### src/rtl/chain_spi_pkg.sv
package chain_spi_pkg;
   localparam int WORD_W = 32;
   localparam int ADDR_W = 16;
   localparam int WIDX_W = ADDR_W - 5;

   localparam logic [7:0] OP_BREAK = 8'h04;
   localparam logic [7:0] OP_ASYNC = 8'h05;
   localparam logic [7:0] OP_REG   = 8'h06;
   localparam logic [2:0] HDR_TAG  = 3'b111;

   typedef enum logic [2:0] {
      ST_IDLE, ST_ADDR_HI, ST_ADDR_LO, ST_PAYLOAD, ST_FORWARD
   } dec_state_e;

   typedef enum logic [1:0] {
      LINK_ISO, LINK_ASYNC, LINK_REG
   } link_mode_e;
endpackage

### src/rtl/chain_spi_sense.sv
module chain_spi_sense #(
   parameter int RST_PULSES = 3
) (
   input  logic clk,
   input  logic rst_n,
   input  logic sck_i,
   input  logic mosi_i,
   output logic sample_o,
   output logic soft_rst_o,
   output logic rst_pass_o
);
   localparam int CNT_W = $clog2(RST_PULSES + 1);

   logic             sck_q, mosi_q;
   logic [CNT_W-1:0] pcnt_q;
   logic             fall_hi;

   assign sample_o   = sck_i & ~sck_q;
   // a finished data pulse while the clock stays high
   assign fall_hi    = sck_i & sck_q & mosi_q & ~mosi_i;
   assign soft_rst_o = fall_hi && (pcnt_q == CNT_W'(RST_PULSES - 1));
   assign rst_pass_o = sck_i && (pcnt_q == CNT_W'(RST_PULSES));

   always_ff @(posedge clk or negedge rst_n) begin
      if (!rst_n) begin
         sck_q  <= 1'b0;
         mosi_q <= 1'b0;
         pcnt_q <= '0;
      end else begin
         sck_q  <= sck_i;
         mosi_q <= mosi_i;
         if (!sck_i)
            pcnt_q <= '0;
         else if (fall_hi && pcnt_q != CNT_W'(RST_PULSES))
            pcnt_q <= pcnt_q + 1'b1;
      end
   end
endmodule

### src/rtl/chain_spi_decode.sv
module chain_spi_decode
   import chain_spi_pkg::*;
(
   input  logic              clk,
   input  logic              rst_n,
   input  logic              sample_i,
   input  logic              soft_rst_i,
   input  logic              mosi_i,
   input  logic [WORD_W-1:0] rd_data_i,
   output logic [WIDX_W-1:0] rd_idx_o,
   output logic              wr_en_o,
   output logic [WIDX_W-1:0] wr_idx_o,
   output logic [WORD_W-1:0] wr_data_o,
   output logic              miso_o,
   output link_mode_e        mode_o,
   output dec_state_e        state_o
);
   dec_state_e        state_q;
   link_mode_e        mode_q;
   logic [2:0]        bcnt_q;
   logic [6:0]        shreg_q;
   logic [4:0]        left_q;
   logic [7:0]        addr_hi_q;
   logic [WIDX_W-1:0] ptr_q;
   logic [4:0]        wbit_q;
   logic [WORD_W-1:0] acc_q, acc_nx;
   logic [7:0]        byte_now;
   logic [4:0]        pos;

   assign byte_now = {shreg_q, mosi_i};
   // bytes fill from the top of the word, each one least significant bit first
   assign pos      = {~wbit_q[4:3], wbit_q[2:0]};
   assign rd_idx_o = ptr_q;
   assign mode_o   = mode_q;
   assign state_o  = state_q;

   always_comb begin
      acc_nx      = acc_q;
      acc_nx[pos] = mosi_i;
   end

   always_ff @(posedge clk or negedge rst_n) begin
      if (!rst_n) begin
         state_q   <= ST_IDLE;
         mode_q    <= LINK_ISO;
         bcnt_q    <= '0;
         shreg_q   <= '0;
         left_q    <= '0;
         addr_hi_q <= '0;
         ptr_q     <= '0;
         wbit_q    <= '0;
         acc_q     <= '0;
         miso_o    <= 1'b0;
         wr_en_o   <= 1'b0;
         wr_idx_o  <= '0;
         wr_data_o <= '0;
      end else begin
         wr_en_o <= 1'b0;
         if (soft_rst_i) begin
            state_q <= ST_IDLE;
            mode_q  <= LINK_ISO;
            bcnt_q  <= '0;
            miso_o  <= 1'b0;
         end else if (sample_i) begin
            unique case (state_q)
               ST_IDLE: begin
                  shreg_q <= byte_now[6:0];
                  bcnt_q  <= bcnt_q + 1'b1;
                  miso_o  <= 1'b0;
                  if (bcnt_q == 3'd7) begin
                     if (byte_now == OP_BREAK)
                        mode_q <= LINK_ISO;
                     else if (byte_now == OP_ASYNC) begin
                        mode_q  <= LINK_ASYNC;
                        state_q <= ST_FORWARD;
                     end else if (byte_now == OP_REG) begin
                        mode_q  <= LINK_REG;
                        state_q <= ST_FORWARD;
                     end else if (byte_now[7:5] == HDR_TAG) begin
                        left_q  <= byte_now[4:0];
                        state_q <= ST_ADDR_HI;
                     end
                  end
               end
               ST_ADDR_HI: begin
                  shreg_q <= byte_now[6:0];
                  bcnt_q  <= bcnt_q + 1'b1;
                  if (bcnt_q == 3'd7) begin
                     addr_hi_q <= byte_now;
                     state_q   <= ST_ADDR_LO;
                  end
               end
               ST_ADDR_LO: begin
                  shreg_q <= byte_now[6:0];
                  bcnt_q  <= bcnt_q + 1'b1;
                  if (bcnt_q == 3'd7) begin
                     ptr_q   <= {addr_hi_q, byte_now[7:5]};
                     wbit_q  <= '0;
                     state_q <= ST_PAYLOAD;
                  end
               end
               ST_PAYLOAD: begin
                  acc_q  <= acc_nx;
                  miso_o <= rd_data_i[pos];
                  wbit_q <= wbit_q + 1'b1;
                  if (wbit_q == 5'd31) begin
                     wr_en_o   <= 1'b1;
                     wr_idx_o  <= ptr_q;
                     wr_data_o <= acc_nx;
                     ptr_q     <= ptr_q + 1'b1;
                     if (left_q == 5'd0) begin
                        state_q <= ST_IDLE;
                        bcnt_q  <= '0;
                     end else
                        left_q <= left_q - 1'b1;
                  end
               end
               ST_FORWARD: ;
               default: state_q <= ST_IDLE;
            endcase
         end
      end
   end
endmodule

### src/rtl/chain_spi_store.sv
module chain_spi_store
   import chain_spi_pkg::*;
#(
   parameter int          DEPTH      = 8,
   parameter int          NUM_CFG    = 12,
   parameter int          SPEED_BASE = 'h300,
   parameter int          CFG_BASE   = 'h380,
   parameter logic [31:0] CFG_KEY    = 32'hC16A59E3
) (
   input  logic               clk,
   input  logic               rst_n,
   input  logic               wr_en_i,
   input  logic [WIDX_W-1:0]  wr_idx_i,
   input  logic [WORD_W-1:0]  wr_data_i,
   input  logic [WIDX_W-1:0]  rd_idx_i,
   output logic [WORD_W-1:0]  rd_data_o,
   output logic [NUM_CFG-1:0] cfg_en_o,
   output logic [6:0]         speed_o
);
   localparam int SPD_WORDS = 2;

   if (DEPTH < 1 || DEPTH > SPEED_BASE) begin : g_bad_depth
      $error("plain word array overlaps the speed words");
   end
   if (SPEED_BASE + SPD_WORDS > CFG_BASE) begin : g_bad_speed
      $error("speed words overlap the configuration words");
   end
   if (NUM_CFG < 1 || CFG_BASE + NUM_CFG > (1 << WIDX_W)) begin : g_bad_cfg
      $error("configuration words exceed the address space");
   end

   logic [DEPTH-1:0][WORD_W-1:0]     mem_flat;
   logic [SPD_WORDS-1:0][WORD_W-1:0] spd_flat;

   for (genvar g = 0; g < DEPTH; g++) begin : g_word
      localparam logic [WIDX_W-1:0] MY_IDX = WIDX_W'(g);
      logic [WORD_W-1:0] word_q;
      always_ff @(posedge clk or negedge rst_n) begin
         if (!rst_n)                           word_q <= '0;
         else if (wr_en_i && wr_idx_i == MY_IDX) word_q <= wr_data_i;
      end
      assign mem_flat[g] = word_q;
   end

   for (genvar g = 0; g < SPD_WORDS; g++) begin : g_speed
      localparam logic [WIDX_W-1:0] MY_IDX = WIDX_W'(SPEED_BASE + g);
      logic [WORD_W-1:0] word_q;
      always_ff @(posedge clk or negedge rst_n) begin
         if (!rst_n)                           word_q <= '0;
         else if (wr_en_i && wr_idx_i == MY_IDX) word_q <= wr_data_i;
      end
      assign spd_flat[g] = word_q;
   end

   for (genvar g = 0; g < NUM_CFG; g++) begin : g_cfg
      localparam logic [WIDX_W-1:0] MY_IDX = WIDX_W'(CFG_BASE + g);
      logic flag_q;
      always_ff @(posedge clk or negedge rst_n) begin
         if (!rst_n)
            flag_q <= 1'b0;
         else if (wr_en_i && wr_idx_i == MY_IDX) begin
            if (wr_data_i == CFG_KEY)    flag_q <= 1'b1;
            else if (wr_data_i == '0)    flag_q <= 1'b0;
         end
      end
      assign cfg_en_o[g] = flag_q;
   end

   always_comb begin
      rd_data_o = '0;
      for (int i = 0; i < DEPTH; i++)
         if (rd_idx_i == WIDX_W'(i)) rd_data_o = mem_flat[i];
      for (int i = 0; i < SPD_WORDS; i++)
         if (rd_idx_i == WIDX_W'(SPEED_BASE + i)) rd_data_o = spd_flat[i];
      for (int i = 0; i < NUM_CFG; i++)
         if (rd_idx_i == WIDX_W'(CFG_BASE + i)) rd_data_o = cfg_en_o[i] ? CFG_KEY : '0;
   end

   always_comb begin
      speed_o = '0;
      for (int i = 0; i < SPD_WORDS * WORD_W; i++)
         speed_o = speed_o + 7'(spd_flat[i / WORD_W][i % WORD_W]);
   end
endmodule

### src/rtl/chain_spi_slave.sv
module chain_spi_slave
   import chain_spi_pkg::*;
#(
   parameter int          DEPTH      = 8,
   parameter int          NUM_CFG    = 12,
   parameter int          RST_PULSES = 3,
   parameter int          SPEED_BASE = 'h300,
   parameter int          CFG_BASE   = 'h380,
   parameter logic [31:0] CFG_KEY    = 32'hC16A59E3
) (
   input  logic               clk,
   input  logic               rst_n,
   input  logic               sck_i,
   input  logic               mosi_i,
   output logic               miso_o,
   output logic               down_sck_o,
   output logic               down_mosi_o,
   output logic [NUM_CFG-1:0] cfg_en_o,
   output logic [6:0]         speed_o
);
   if (RST_PULSES < 1) begin : g_bad_pulses
      $error("RST_PULSES must be at least one");
   end

   logic              sample, soft_rst, rst_pass;
   logic              wr_en;
   logic [WIDX_W-1:0] wr_idx, rd_idx;
   logic [WORD_W-1:0] wr_data, rd_data;
   link_mode_e        link_mode;
   dec_state_e        dec_state;
   logic              fwd_q;

   chain_spi_sense #(.RST_PULSES(RST_PULSES)) sense_i (
      .clk(clk), .rst_n(rst_n), .sck_i(sck_i), .mosi_i(mosi_i),
      .sample_o(sample), .soft_rst_o(soft_rst), .rst_pass_o(rst_pass)
   );

   chain_spi_decode decode_i (
      .clk(clk), .rst_n(rst_n), .sample_i(sample), .soft_rst_i(soft_rst),
      .mosi_i(mosi_i), .rd_data_i(rd_data), .rd_idx_o(rd_idx),
      .wr_en_o(wr_en), .wr_idx_o(wr_idx), .wr_data_o(wr_data),
      .miso_o(miso_o), .mode_o(link_mode), .state_o(dec_state)
   );

   chain_spi_store #(
      .DEPTH(DEPTH), .NUM_CFG(NUM_CFG), .SPEED_BASE(SPEED_BASE),
      .CFG_BASE(CFG_BASE), .CFG_KEY(CFG_KEY)
   ) store_i (
      .clk(clk), .rst_n(rst_n), .wr_en_i(wr_en), .wr_idx_i(wr_idx),
      .wr_data_i(wr_data), .rd_idx_i(rd_idx), .rd_data_o(rd_data),
      .cfg_en_o(cfg_en_o), .speed_o(speed_o)
   );

   // one-bit delay stage for the registered link
   always_ff @(posedge clk or negedge rst_n) begin
      if (!rst_n)      fwd_q <= 1'b0;
      else if (sample) fwd_q <= mosi_i;
   end

   assign down_sck_o = sck_i;

   always_comb begin
      if (rst_pass) down_mosi_o = mosi_i;
      else begin
         unique case (link_mode)
            LINK_ASYNC: down_mosi_o = mosi_i;
            LINK_REG:   down_mosi_o = fwd_q;
            default:    down_mosi_o = 1'b0;
         endcase
      end
   end
endmodule

### config.mk
export PLATFORM = sky130hd
export DESIGN_NAME = chain_spi_slave
export DESIGN_NICKNAME = d
export VERILOG_FILES = /design/src/rtl/chain_spi_pkg.sv /design/src/rtl/chain_spi_sense.sv /design/src/rtl/chain_spi_decode.sv /design/src/rtl/chain_spi_store.sv /design/src/rtl/chain_spi_slave.sv
export SDC_FILE = /design/constraint.sdc
export NUM_CORES = 1
export LEC_CHECK = 0
export BUFFER_PORTS_ARGS = -buffer_cell sky130_fd_sc_hd__buf_2
export CORE_MARGIN = 5
export CORE_UTILIZATION = 50
export CTS_CLUSTER_DIAMETER = 40
export DETAILED_ROUTE_END_ITERATION = 16
export PLACE_DENSITY = 0.65
export SETUP_SLACK_MARGIN = 0.4
export SYNTH_ARGS = -nofsm -noshare
export SYNTH_HDL_FRONTEND = slang
export SYNTH_SLANG_ARGS = --single-unit
export TNS_END_PERCENT = 5
### constraint.sdc
create_clock -name clk -period 11.7 [get_ports clk]
set_input_delay 0.585 -clock clk [delete_from_list [all_inputs] [get_ports clk]]
set_output_delay 0.585 -clock clk [all_outputs]
set_load 0.005 [all_outputs]
==> results.ini, run 1 <==
[routing]
post_drt_via_cell_ratio=6.46
routed_wl_microns=85700
final_antenna_net_count=0
detail_route.iter0.violations=1931
drtPass1Iterations=6
drc=0
num_vias=19298
detail_route.wl_per_cell_microns=28.7

[floorplanning]
start_util_pct=50.5
io_pins=26
chipHeight_microns=232
die_area_sq_um=54000
rows=81
coreArea_sq_um=49000
die-width_microns=232

[clocking]
clkSinkCount=458
clkLatencyLatePin_ns=0.62
cts_buffers=77
cts_tree=built
cts_htree_levels=3
clockBufferDepth=3
ctsHoldBuffers=0
cts.clk_slew.worst_paths_ns=0.05
clock_tree.root_cell=clkbuf_16
post_cts_buffers=0
cts_resized=0

[setup_path]
crit_required_ns=11.12
cp_common_cell=fa_1
cpLargestDelayFamily=adder cells
end_kind=output pin
path_buf_inv=7
max_stage_delay_ns=0.54
slowest_stage=fa_1
worstSetupStartpointType=flop
crit_type=flop to output pin
crit_path_max_fanout=3
path_cells=fa_1 -> inv_1 -> fa_1 -> inv_1 -> fa_1 -> inv_1 -> fa_1 -> inv_1 -> fa_1 -> inv_1 -> fa_1 -> fa_1 -> fa_1 -> inv_1 -> fa_1 -> fa_1 -> a21oi_1 -> nor2_1 -> nor2_1 -> nor2b_1 -> o21ai_0 -> nand2b_1 -> buf_2
worstPathArrival_ns=6.84

[run]
maxCapViolations=0

[yosys]
ys_ff_latch=458
synth-seq-area-share_pct=46.3
postSynthCellCount=2295
synth-main-ff-cell=dfrtp_1
synth_cell_types=82
syn_area_sq_um=24700
synthArstFlopShare_pct=100
yosys_warnings=0
synthesis.nets=2386
synth-edff-count=0
synth_most_common_cell=dfrtp_1
synth_area_leader_cell=dfrtp_1
synth_commonest_cells=dfrtp_1 (458), mux2_2 (378), nand2_1 (218)
syn_area_per_cell_sq_um=10.8
synth_top_area_share_pct=46.3
synth_area_leaders=dfrtp_1 (46%), mux2_2 (17%), fa_1 (4.4%), nand2_1 (3.3%), o21ai_0 (3.0%)

[timing]
fin_tns_setup_ns=0
slew-limit-headroom_pct=17.1
skew_ns=0.0364
hold_slack_ns=0.0207
final_hold_viol_count=0
fin_crit_sh_pct=63.5
drv_slew=0
tightestPinTransition_ns=1.23
finalCriticalPeriod_ns=7.43
setup_viol=0
max_freq_mhz=135
rsz0062_at_grt=false

[global_routing]
grt_max_degree=177
grt_pass1_vias=19576
antenna_found_initial=6
grt_overflow=0
grt_usage_pct=31.8
grt_pass1_wl_microns=128000

[final_layout]
area_delta_synth_final_pct=13.5
nets=2352
final_layout_size_suffix_gt1_share_pct=27.3
fillers=4156

[power]
p_leak_nw=13.1
ir_worst_vdd_v=0.000187
p_per_area_nw_per_um2=201

[run_status]
outcome=finished clean

[placed_design]
gp_congestion=1.03
portBuffers=25
dp_hpwl_microns=57600

[hold_path]
hold_path.class=input pin to async pin

## final timing paths
path	startpoint	depth (start not counted)	slack (ns)	to
hold reg to reg	store_i.g_word[5].word_q[12]	1	0.50	store_i.g_word[5].word_q[12]
hold / removal	rst_n	1	0.02	store_i.g_speed[1].word_q[9]
setup reg to reg	decode_i.rd_idx_o[0]	11	6.13	decode_i.miso_o
setup / recovery	store_i.g_speed[0].word_q[22]	23	4.27	speed_o[6]
min in group clk	sck_i	1	0.17	sense_i.sck_q
max in group asynchronous	rst_n	3	9.38	decode_i.acc_q[11]
## through the flow
| stage | setup slack [ns] | cell area (sq um) | total power, mW | instances | util, % |
|---|---|---|---|---|---|
| after CTS | 4.22 | 28100 | 5.61 | 2985 | 57.3 |
| after floorplan | 5.21 | 24700 | 2.64 | 2295 | - |
| after global placement | 4.88 | 25300 | 3.20 | 2846 | 51.8 |
| after global routing | 3.96 | 28100 | 5.82 | 2985 | 57.3 |
| final | 4.27 | 28100 | 5.64 | 2987 | 57.4 |
| after detailed placement | 4.87 | 25300 | 3.21 | 2846 | 51.8 |
## cell type report
| cell class | instances | area, sq um | area share, % |
|---|---|---|---|
| Inverter | 109 | 409 | 1.46 |
| Tap cell | 664 | 831 | 2.96 |
| Clock inverter | 47 | 648 | 2.31 |
| Clock buffer | 92 | 2090 | 7.43 |
| Sequential cell | 458 | 11500 | 40.8 |
| Multi-Input combinational cell | 1536 | 12100 | 43.0 |
| Antenna cell | 2 | 5.00 | 0.0178 |
| Timing Repair Buffer | 79 | 566 | 2.01 |
## routing by layer
layer	global-route usage [%]	share of wire (%)	wire length [microns]
met3	7.25	8.0	6880
met2	49.3	45	38800
met1	42.6	41	35100
met4	15.5	5.7	4910
met5	0	0.045	39
## state kept, by name (all words and copies together) (netlist names)
| name | flops |
|---|---|
| decode_i.wr_idx_o | 11 |
| sense_i.sck_q | 1 |
| store_i.g_word.word_q | 256 |
| decode_i.rd_idx_o | 11 |
| decode_i.bcnt_q | 3 |
| decode_i.wr_en_o | 1 |
| decode_i.addr_hi_q | 8 |
| store_i.g_cfg.flag_q | 12 |
| decode_i.wbit_q | 5 |
| decode_i.shreg_q | 7 |
| fwd_q | 1 |
| store_i.g_speed.word_q | 64 |
| decode_i.mode_o | 2 |
| sense_i.mosi_q | 1 |
| decode_i.miso_o | 1 |
| decode_i.left_q | 5 |
| sense_i.pcnt_q | 2 |
| decode_i.state_o | 3 |
| decode_i.wr_data_o | 32 |
| decode_i.acc_q | 32 |
## cells by family (layout without fill, tap and decap cells)
| kind of cell | after synthesis | in the layout | synth area share, % |
|---|---|---|---|
| compound gates | 487 | 487 | 12.8 |
| flops | 458 | 458 | 46.3 |
| mux | 413 | 413 | 18.6 |
| other cells | 0 | 2 | 0 |
| simple gates | 544 | 544 | 11.0 |
| fa+ha+maj | 87 | 87 | 6.04 |
| xor+xnor | 5 | 5 | 0.177 |
| buf+inv | 301 | 327 | 5.02 |
## cells in the final DEF, fill, tap and decap left out, types with 8 or more instances in the layout
cell | netlist | layout
dfrtp_1 | 458 | 458
mux2_2 | 378 | 378
nand2_1 | 218 | 216
o21ai_0 | 149 | 149
inv_1 | 108 | 108
a21oi_1 | 95 | 95
nor2_1 | 79 | 79
clkbuf_16 | 0 | 79
fa_1 | 54 | 54
buf_4 | 16 | 52
nand3_1 | 43 | 41
nor3_1 | 37 | 37
mux2i_1 | 35 | 35
a221oi_1 | 30 | 30
ha_1 | 33 | 30
o22ai_1 | 27 | 27
buf_2 | 23 | 24
nand2b_1 | 21 | 20
nor4_1 | 20 | 20
a31oi_1 | 19 | 19
nand4_1 | 18 | 18
o221ai_1 | 15 | 15
o211ai_1 | 15 | 15
nor2b_1 | 14 | 14
o31ai_1 | 14 | 14
a211oi_1 | 14 | 14
inv_6 | 0 | 14
or3_1 | 13 | 13
or2_2 | 12 | 12
and3_1 | 12 | 12
bufinv_16 | 0 | 12
a22oi_1 | 11 | 11
clkinv_4 | 0 | 10
nand3b_1 | 9 | 9
clkinvlp_4 | 0 | 9
and2_1 | 8 | 8
a22o_1 | 8 | 8
## power by group
| part | switching, mW | internal, mW | leakage, nW | total (mW) |
|---|---|---|---|---|
| Combinational | 1.04 | 0.406 | 5.51 | 1.44 |
| Clock | 0.840 | 1.55 | 1.31 | 2.39 |
| Sequential | 0.136 | 1.67 | 6.32 | 1.80 |
| Total | 2.01 | 3.62 | 13.1 | 5.64 |
Note: power is estimated with default switching activity, not from simulation.
==> run 2: changes to the inputs <==
Clock period 11.7 ns to 6.95 ns, I/O delays scaled along.
==> run 2 against run 1 <==
Worst setup slack got worse by 4.3 ns. First-iteration DRC count rose by 7.4%. Critical endpoint is now speed_o[4]. Register-to-register slack got worse by 4.1 ns. Clock skew fell by 0.015 ns. Sequential share of layout area barely moved. Clock power rose by 62%. The run now ends with setup timing left.
==> results.ini, run 2 (synthesized netlist as in run 1, its figures left out) <==
[placed_design]
dp.cells=2858  ; +0.42%
portBuffers=25  ; unchanged
gp_congestion=0.995  ; -3.8%
pre_cts_ws_ns=0.334  ; -4.54 ns
dp_hpwl_microns=57800  ; +0.30%

[power]
p_per_area_nw_per_um2=332  ; +66%
ir_worst_vdd_v=0.000314  ; +68%
p_leak_nw=13.2  ; +0.30%

[final_layout]
fillers=4200  ; +1.1%
largest_register_ffs=256  ; unchanged
most-common-layout-cells=dfrtp_1 (458), mux2_2 (378), nand2_1 (216), o21ai_0 (148), inv_1 (107)
fin_util_pct=57.4  ; +0.069 points
seq_area_sq_um=11500  ; unchanged
nets=2368  ; +0.68%
reg_top3=store_i.g_word.word_q (256), store_i.g_speed.word_q (64)
instances_no_fill=3002  ; +0.50%
mostFrequentLayoutCell=dfrtp_1
multi_input_area_sq_um=12100  ; +0.15%
final_layout_size_suffix_gt1_share_pct=27.9  ; +0.63 points
area_delta_synth_final_pct=13.7
regMostFlops=store_i.g_word.word_q

[floorplanning]
start_util_pct=50.5  ; unchanged
die_area_sq_um=54000  ; unchanged
rows=81  ; unchanged
chipHeight_microns=232  ; unchanged
die-width_microns=232  ; unchanged
coreArea_sq_um=49000  ; unchanged
io_pins=26  ; unchanged

[setup_path]
crit_required_ns=6.60  ; -4.52 ns
cp_common_cell=fa_1
max_stage_delay_ns=0.54  ; about the same
crit_type=flop to output pin
path_cells=ha_1 -> inv_2 -> fa_1 -> fa_1 -> fa_1 -> fa_1 -> fa_1 -> fa_1 -> fa_1 -> fa_1 -> inv_1 -> fa_2 -> fa_2 -> a21oi_2 -> nor2_1 -> nor2_1 -> buf_4 -> xnor2_2 -> buf_2
end_kind=output pin
slowest_stage=fa_1
worstPathArrival_ns=6.65  ; -0.19 ns
crit_path_max_fanout=4  ; +1
path_buf_inv=4  ; -3
worstSetupStartpointType=flop
cpLargestDelayFamily=adder cells

[global_routing]
grt_max_degree=145  ; -18%
grt_overflow=0  ; unchanged
grt_pass1_vias=19308  ; -1.4%
grt_usage_pct=31.9  ; about the same
grt_pass1_wl_microns=128000  ; +0.12%
antenna_found_initial=2  ; -4

[clocking]
cts.clk_slew.worst_paths_ns=0.05  ; about the same
clockBufferDepth=3  ; unchanged
clkSinkCount=458  ; unchanged
cts_tree=built
clkLatencyLatePin_ns=0.61  ; about the same
cts_buffers=76  ; -1.3%
clock_tree.root_cell=clkbuf_16
cts_htree_levels=3  ; unchanged

[timing]
rsz0062_at_grt=true
skew_ns=0.0216  ; -0.0148 ns
tightestPinTransition_ns=1.14  ; -0.0889 ns
setup_viol=2  ; +2
fin_crit_sh_pct=101
slew-limit-headroom_pct=23.3  ; +6.2 points
drv_slew=0  ; unchanged
finalCriticalPeriod_ns=7.00
max_freq_mhz=143
final_hold_viol_count=0  ; unchanged
final.setup.worst_slack_ns=-0.0484  ; -4.32 ns

[routing]
detail_route.wl_per_cell_microns=28.5  ; -0.63%
drc=0  ; unchanged
num_vias=19303  ; +0.026%
detail_route.iter0.violations=2074  ; +7.4%
drtPass1Iterations=6  ; unchanged
final_antenna_net_count=0  ; unchanged
post_drt_via_cell_ratio=6.43  ; -0.47%
routed_wl_microns=85600  ; -0.13%

[hold_path]
hold_path.class=input pin to flop

[run]
maxCapViolations=0  ; unchanged

[run_status]
outcome=finished with violations
violations=setup timing

-- run 2: changes by cell type in the layout (fill, tap and decap cells not counted), sizes merged --
cell	previous run	this run
clkinv	13	19
diode	2	1
dlygate4sd3	0	2
bufinv	12	9
clkbuf	92	90
inv	122	120
buf	79	94
-- run 2: per-layer routing --
layer	GRT usage (%)	wire, microns
met1	42.7	34700
met2	50.0	39400
met3	7.08	7150
met4	14.2	4320
met5	0	14
-- run 2: cell type report --
class	instances	area share, %
Antenna cell	1	0.00890
Clock buffer	90	7.21
Clock inverter	48	2.15
Inverter	109	1.46
Multi-Input combinational cell	1536	43.0
Sequential cell	458	40.8
Tap cell	664	2.96
Timing Repair Buffer	96	2.44
-- run 2: what timing repair did --
action / CTS / global route
resized for setup: 6 / 1
setup endpoints to repair: 6 / 6
buffers inserted: 3 / 0
pin swaps: 5 / 0
hold endpoints to repair: 81 / 0
hold buffers: 2 / 0
-- run 2: metrics by stage --
step                hold WS, ns  TNS, ns  cell area (sq um)  power (mW)
floorplan                0.0519        0              24700        4.45
global route              0.332   -0.803              28100        9.69
global placement          0.403        0              25400        5.42
CTS                       0.292  -0.0986              28100        9.33
detailed placement        0.410        0              25400        5.45
finish                    0.293  -0.0967              28100        9.35
-- run 2: worst paths after layout --
check / startpoint / endpoint / slack, ns / cells past startpoint
hold reg to reg: store_i.g_word[1].word_q[26] / store_i.g_word[1].word_q[26] / 0.49 / 1
min in group asynchronous: rst_n / store_i.g_speed[0].word_q[3] / 0.33 / 2
hold / removal: mosi_i / sense_i.mosi_q / 0.29 / 2
setup reg to reg: decode_i.rd_idx_o[0] / decode_i.miso_o / 2.04 / 10
setup / recovery: store_i.g_speed[0].word_q[0] / speed_o[4] / -0.05 / 19
max in group asynchronous: rst_n / decode_i.rd_idx_o[1] / 5.03 / 3
-- run 2: power by group --
| part | internal (mW) | switching (mW) | leakage [nW] | total [mW] |
|---|---|---|---|---|
| sequential | 2.80 | 0.191 | 6.32 | 2.99 |
| combinational | 0.706 | 1.78 | 5.60 | 2.48 |
| clock | 2.45 | 1.42 | 1.26 | 3.87 |
==> run 3: changes to the inputs <==
Settings changed: CORE_UTILIZATION 50 to 30, PLACE_DENSITY 0.65 to default.
==> run 3 against run 2 <==
Critical path type unchanged. Via count down 2.3%. Critical endpoint is now speed_o[6]. Power down 1.5%. Non-clock buffer count down 4. Largest cell class unchanged. Sequential power up 2%. The run still ends with setup timing left. Critical path depth up 4. Maximum frequency up 0.68%. Die area up 63%. Final cell count up 13%. Utilization down 23 points. Sequential share of layout area down 0.54 points. Routed wire length down 1.7%.
==> results.ini, run 3 (synthesized netlist as in run 1, its figures left out) <==
[final_layout]
area_delta_synth_final_pct=15.2
mostFrequentLayoutCell=dfrtp_1
regMostFlops=store_i.g_word.word_q
fillers=8251  ; +96%
largest_register_ffs=256  ; unchanged
instances_no_fill=3400  ; +13%
nets=2362  ; -0.25%
most-common-layout-cells=dfrtp_1 (458), mux2_2 (378), nand2_1 (215), o21ai_0 (148), inv_1 (106)
reg_top3=store_i.g_word.word_q (256), store_i.g_speed.word_q (64)
final_layout_size_suffix_gt1_share_pct=27.7  ; -0.16 points

[routing]
detail_route.wl_per_cell_microns=24.8  ; -13%
drc=0  ; unchanged
detail_route.iter0.violations=2061  ; -0.63%
post_drt_via_cell_ratio=5.55  ; -14%
drtPass1Iterations=5  ; -1
num_vias=18860  ; -2.3%
routed_wl_microns=84200  ; -1.7%
final_antenna_net_count=0  ; unchanged

[run]
maxCapViolations=0  ; unchanged

[placed_design]
portBuffers=25  ; unchanged
gp_congestion=1.00  ; +0.83%
pre_cts_ws_ns=0.366  ; +0.0318 ns
dp.cells=3258  ; +14%
dp_hpwl_microns=56900  ; -1.6%

[timing]
hold_slack_ns=0.318  ; +0.0251 ns
drv_slew=0  ; unchanged
setup_viol=1  ; -1
max_freq_mhz=144  ; +0.68%
fin_crit_sh_pct=100  ; -0.68 points
final_hold_viol_count=0  ; unchanged
slew-limit-headroom_pct=21.7  ; -1.6 points
fin_tns_setup_ns=-0.000942  ; +0.0957 ns
finalCriticalPeriod_ns=6.95  ; -0.0475 ns
rsz0062_at_grt=true
tightestPinTransition_ns=1.17  ; +0.0280 ns
final.setup.worst_slack_ns=-0.000942  ; +0.0475 ns
skew_ns=0.0225  ; +0.000904 ns

[floorplanning]
die_area_sq_um=88300  ; +63%
die-width_microns=297  ; +28%
io_pins=26  ; unchanged
start_util_pct=30.2  ; -20 points
rows=105  ; +30%
coreArea_sq_um=82000  ; +67%
chipHeight_microns=297  ; +28%

[setup_path]
worstPathArrival_ns=6.60  ; -0.05 ns
slowest_stage=fa_1
path_cells=fa_1 -> inv_1 -> fa_1 -> inv_1 -> fa_1 -> inv_2 -> fa_1 -> inv_1 -> fa_1 -> inv_2 -> fa_1 -> fa_1 -> fa_1 -> inv_1 -> fa_2 -> fa_2 -> a21oi_2 -> nor2_1 -> nor2_1 -> nor2b_1 -> o21ai_1 -> nand2b_1 -> buf_2
r2r-end=decode_i.miso_o
crit_path_max_fanout=2  ; -2
timing.rr.start=decode_i.rd_idx_o[9]
end_kind=output pin
max_stage_delay_ns=0.54  ; about the same
r2r_slack_ns=1.93  ; -0.11 ns
worstSetupStartpointType=flop
path_buf_inv=7  ; +3
crit_required_ns=6.60  ; about the same
crit_type=flop to output pin
cp_common_cell=fa_1
r2r_cells=9  ; -1
cpLargestDelayFamily=adder cells

[hold_path]
hold_start=mosi_i
hold_path.class=input pin to flop
worstHoldPathCells=2  ; unchanged
whs_endpoint=sense_i.mosi_q

[power]
p_total_mw=9.21  ; -1.5%
ir_worst_vdd_v=0.000226  ; -28%
p_leak_nw=13.1  ; -0.54%
p_per_area_nw_per_um2=323  ; -2.8%

[global_routing]
grt_pass1_wl_microns=126000  ; -1.5%
grt_overflow=0  ; unchanged
grt_pass1_vias=18713  ; -3.1%
antenna_found_initial=1  ; -1
grt_usage_pct=18.6  ; -13 points
grt_max_degree=135  ; -6.9%

[clocking]
clock_tree.root_cell=clkbuf_16
cts_htree_levels=3  ; unchanged
clkSinkCount=458  ; unchanged
cts_tree=built
cts_buffers=74  ; -2.6%
cts.clk_slew.worst_paths_ns=0.05  ; about the same
clockBufferDepth=3  ; unchanged
clkLatencyLatePin_ns=0.62  ; about the same

[run_status]
outcome=finished with violations
violations=setup timing

-- run 3: cell count changes in the layout (fill, tap and decap cells not counted), sizes merged --
cell and change:
clkbuf -5, clkinvlp +2, inv +9, bufinv -2
clkinv -8, buf -4
-- run 3: report_power, final --
part	switching (mW)	internal, mW	total [mW]
logic	1.72	0.698	2.42
registers	0.246	2.80	3.05
clock network	1.43	2.31	3.74
-- run 3: cell type report --
type | count | area (sq um) | area share (%)
timing repair buffer | 92 | 687 | 2.41
inverter | 109 | 409 | 1.44
clock buffer | 85 | 1940 | 6.82
clock inverter | 49 | 564 | 1.98
sequential | 458 | 11500 | 40.2
tap | 1070 | 1340 | 4.70
multi-input combinational | 1536 | 12100 | 42.4
antenna | 1 | 2.50 | 0.00878
-- run 3: timing repair --
action | CTS | global route
endpoints found under the setup margin | 6 | 6
cloned | 0 | 0
setup buffers | 4 | 1
pin swaps | 8 | 5
gates resized for setup | 7 | 1
hold buffers | 2 | 0
endpoints found under the hold margin | 112 | 0
-- run 3: worst max path at each step --
stage                     cells after the start  slack, ns    endpoint                          start
final                                        23    -0.0009  speed_o[6]  store_i.g_speed[0].word_q[22]
after detailed placement                     23       0.37  speed_o[6]  store_i.g_speed[0].word_q[22]
after CTS                                    23      -0.05  speed_o[6]  store_i.g_speed[0].word_q[22]
after floorplan                              22       0.69  speed_o[6]  store_i.g_speed[0].word_q[22]
after global placement                       23       0.40  speed_o[6]  store_i.g_speed[0].word_q[22]
after global routing                         22      -0.24  speed_o[4]  store_i.g_speed[0].word_q[22]
-- run 3: worst reg2reg max path: cells and delay by family (launching register included) --
kind / cells / cell delay, ns
flip-flops: 1 / 0.55
AO/OA/AOI/OAI: 6 / 2.73
AND/OR/NAND/NOR: 3 / 1.58
-- run 3: metal layers --
| layer | track usage (%) | vias up | part of all wire, % |
|---|---|---|---|
| met2 | 28.5 | 828 | 44 |
| met1 | 25.3 | 9575 | 42 |
| met3 | 4.36 | 226 | 8.5 |
| met5 | 0 | - | 0 |
| li1 | - | 8231 | - |
| met4 | 8.21 | 0 | 4.7 |
-- run 3: stage by stage --
stage,cell area (sq um),utilization (%)
finish,28500,34.8
global route,28500,34.7
CTS,28500,34.7
detailed placement,25900,31.6
global placement,25900,31.6
floorplan,24700,-
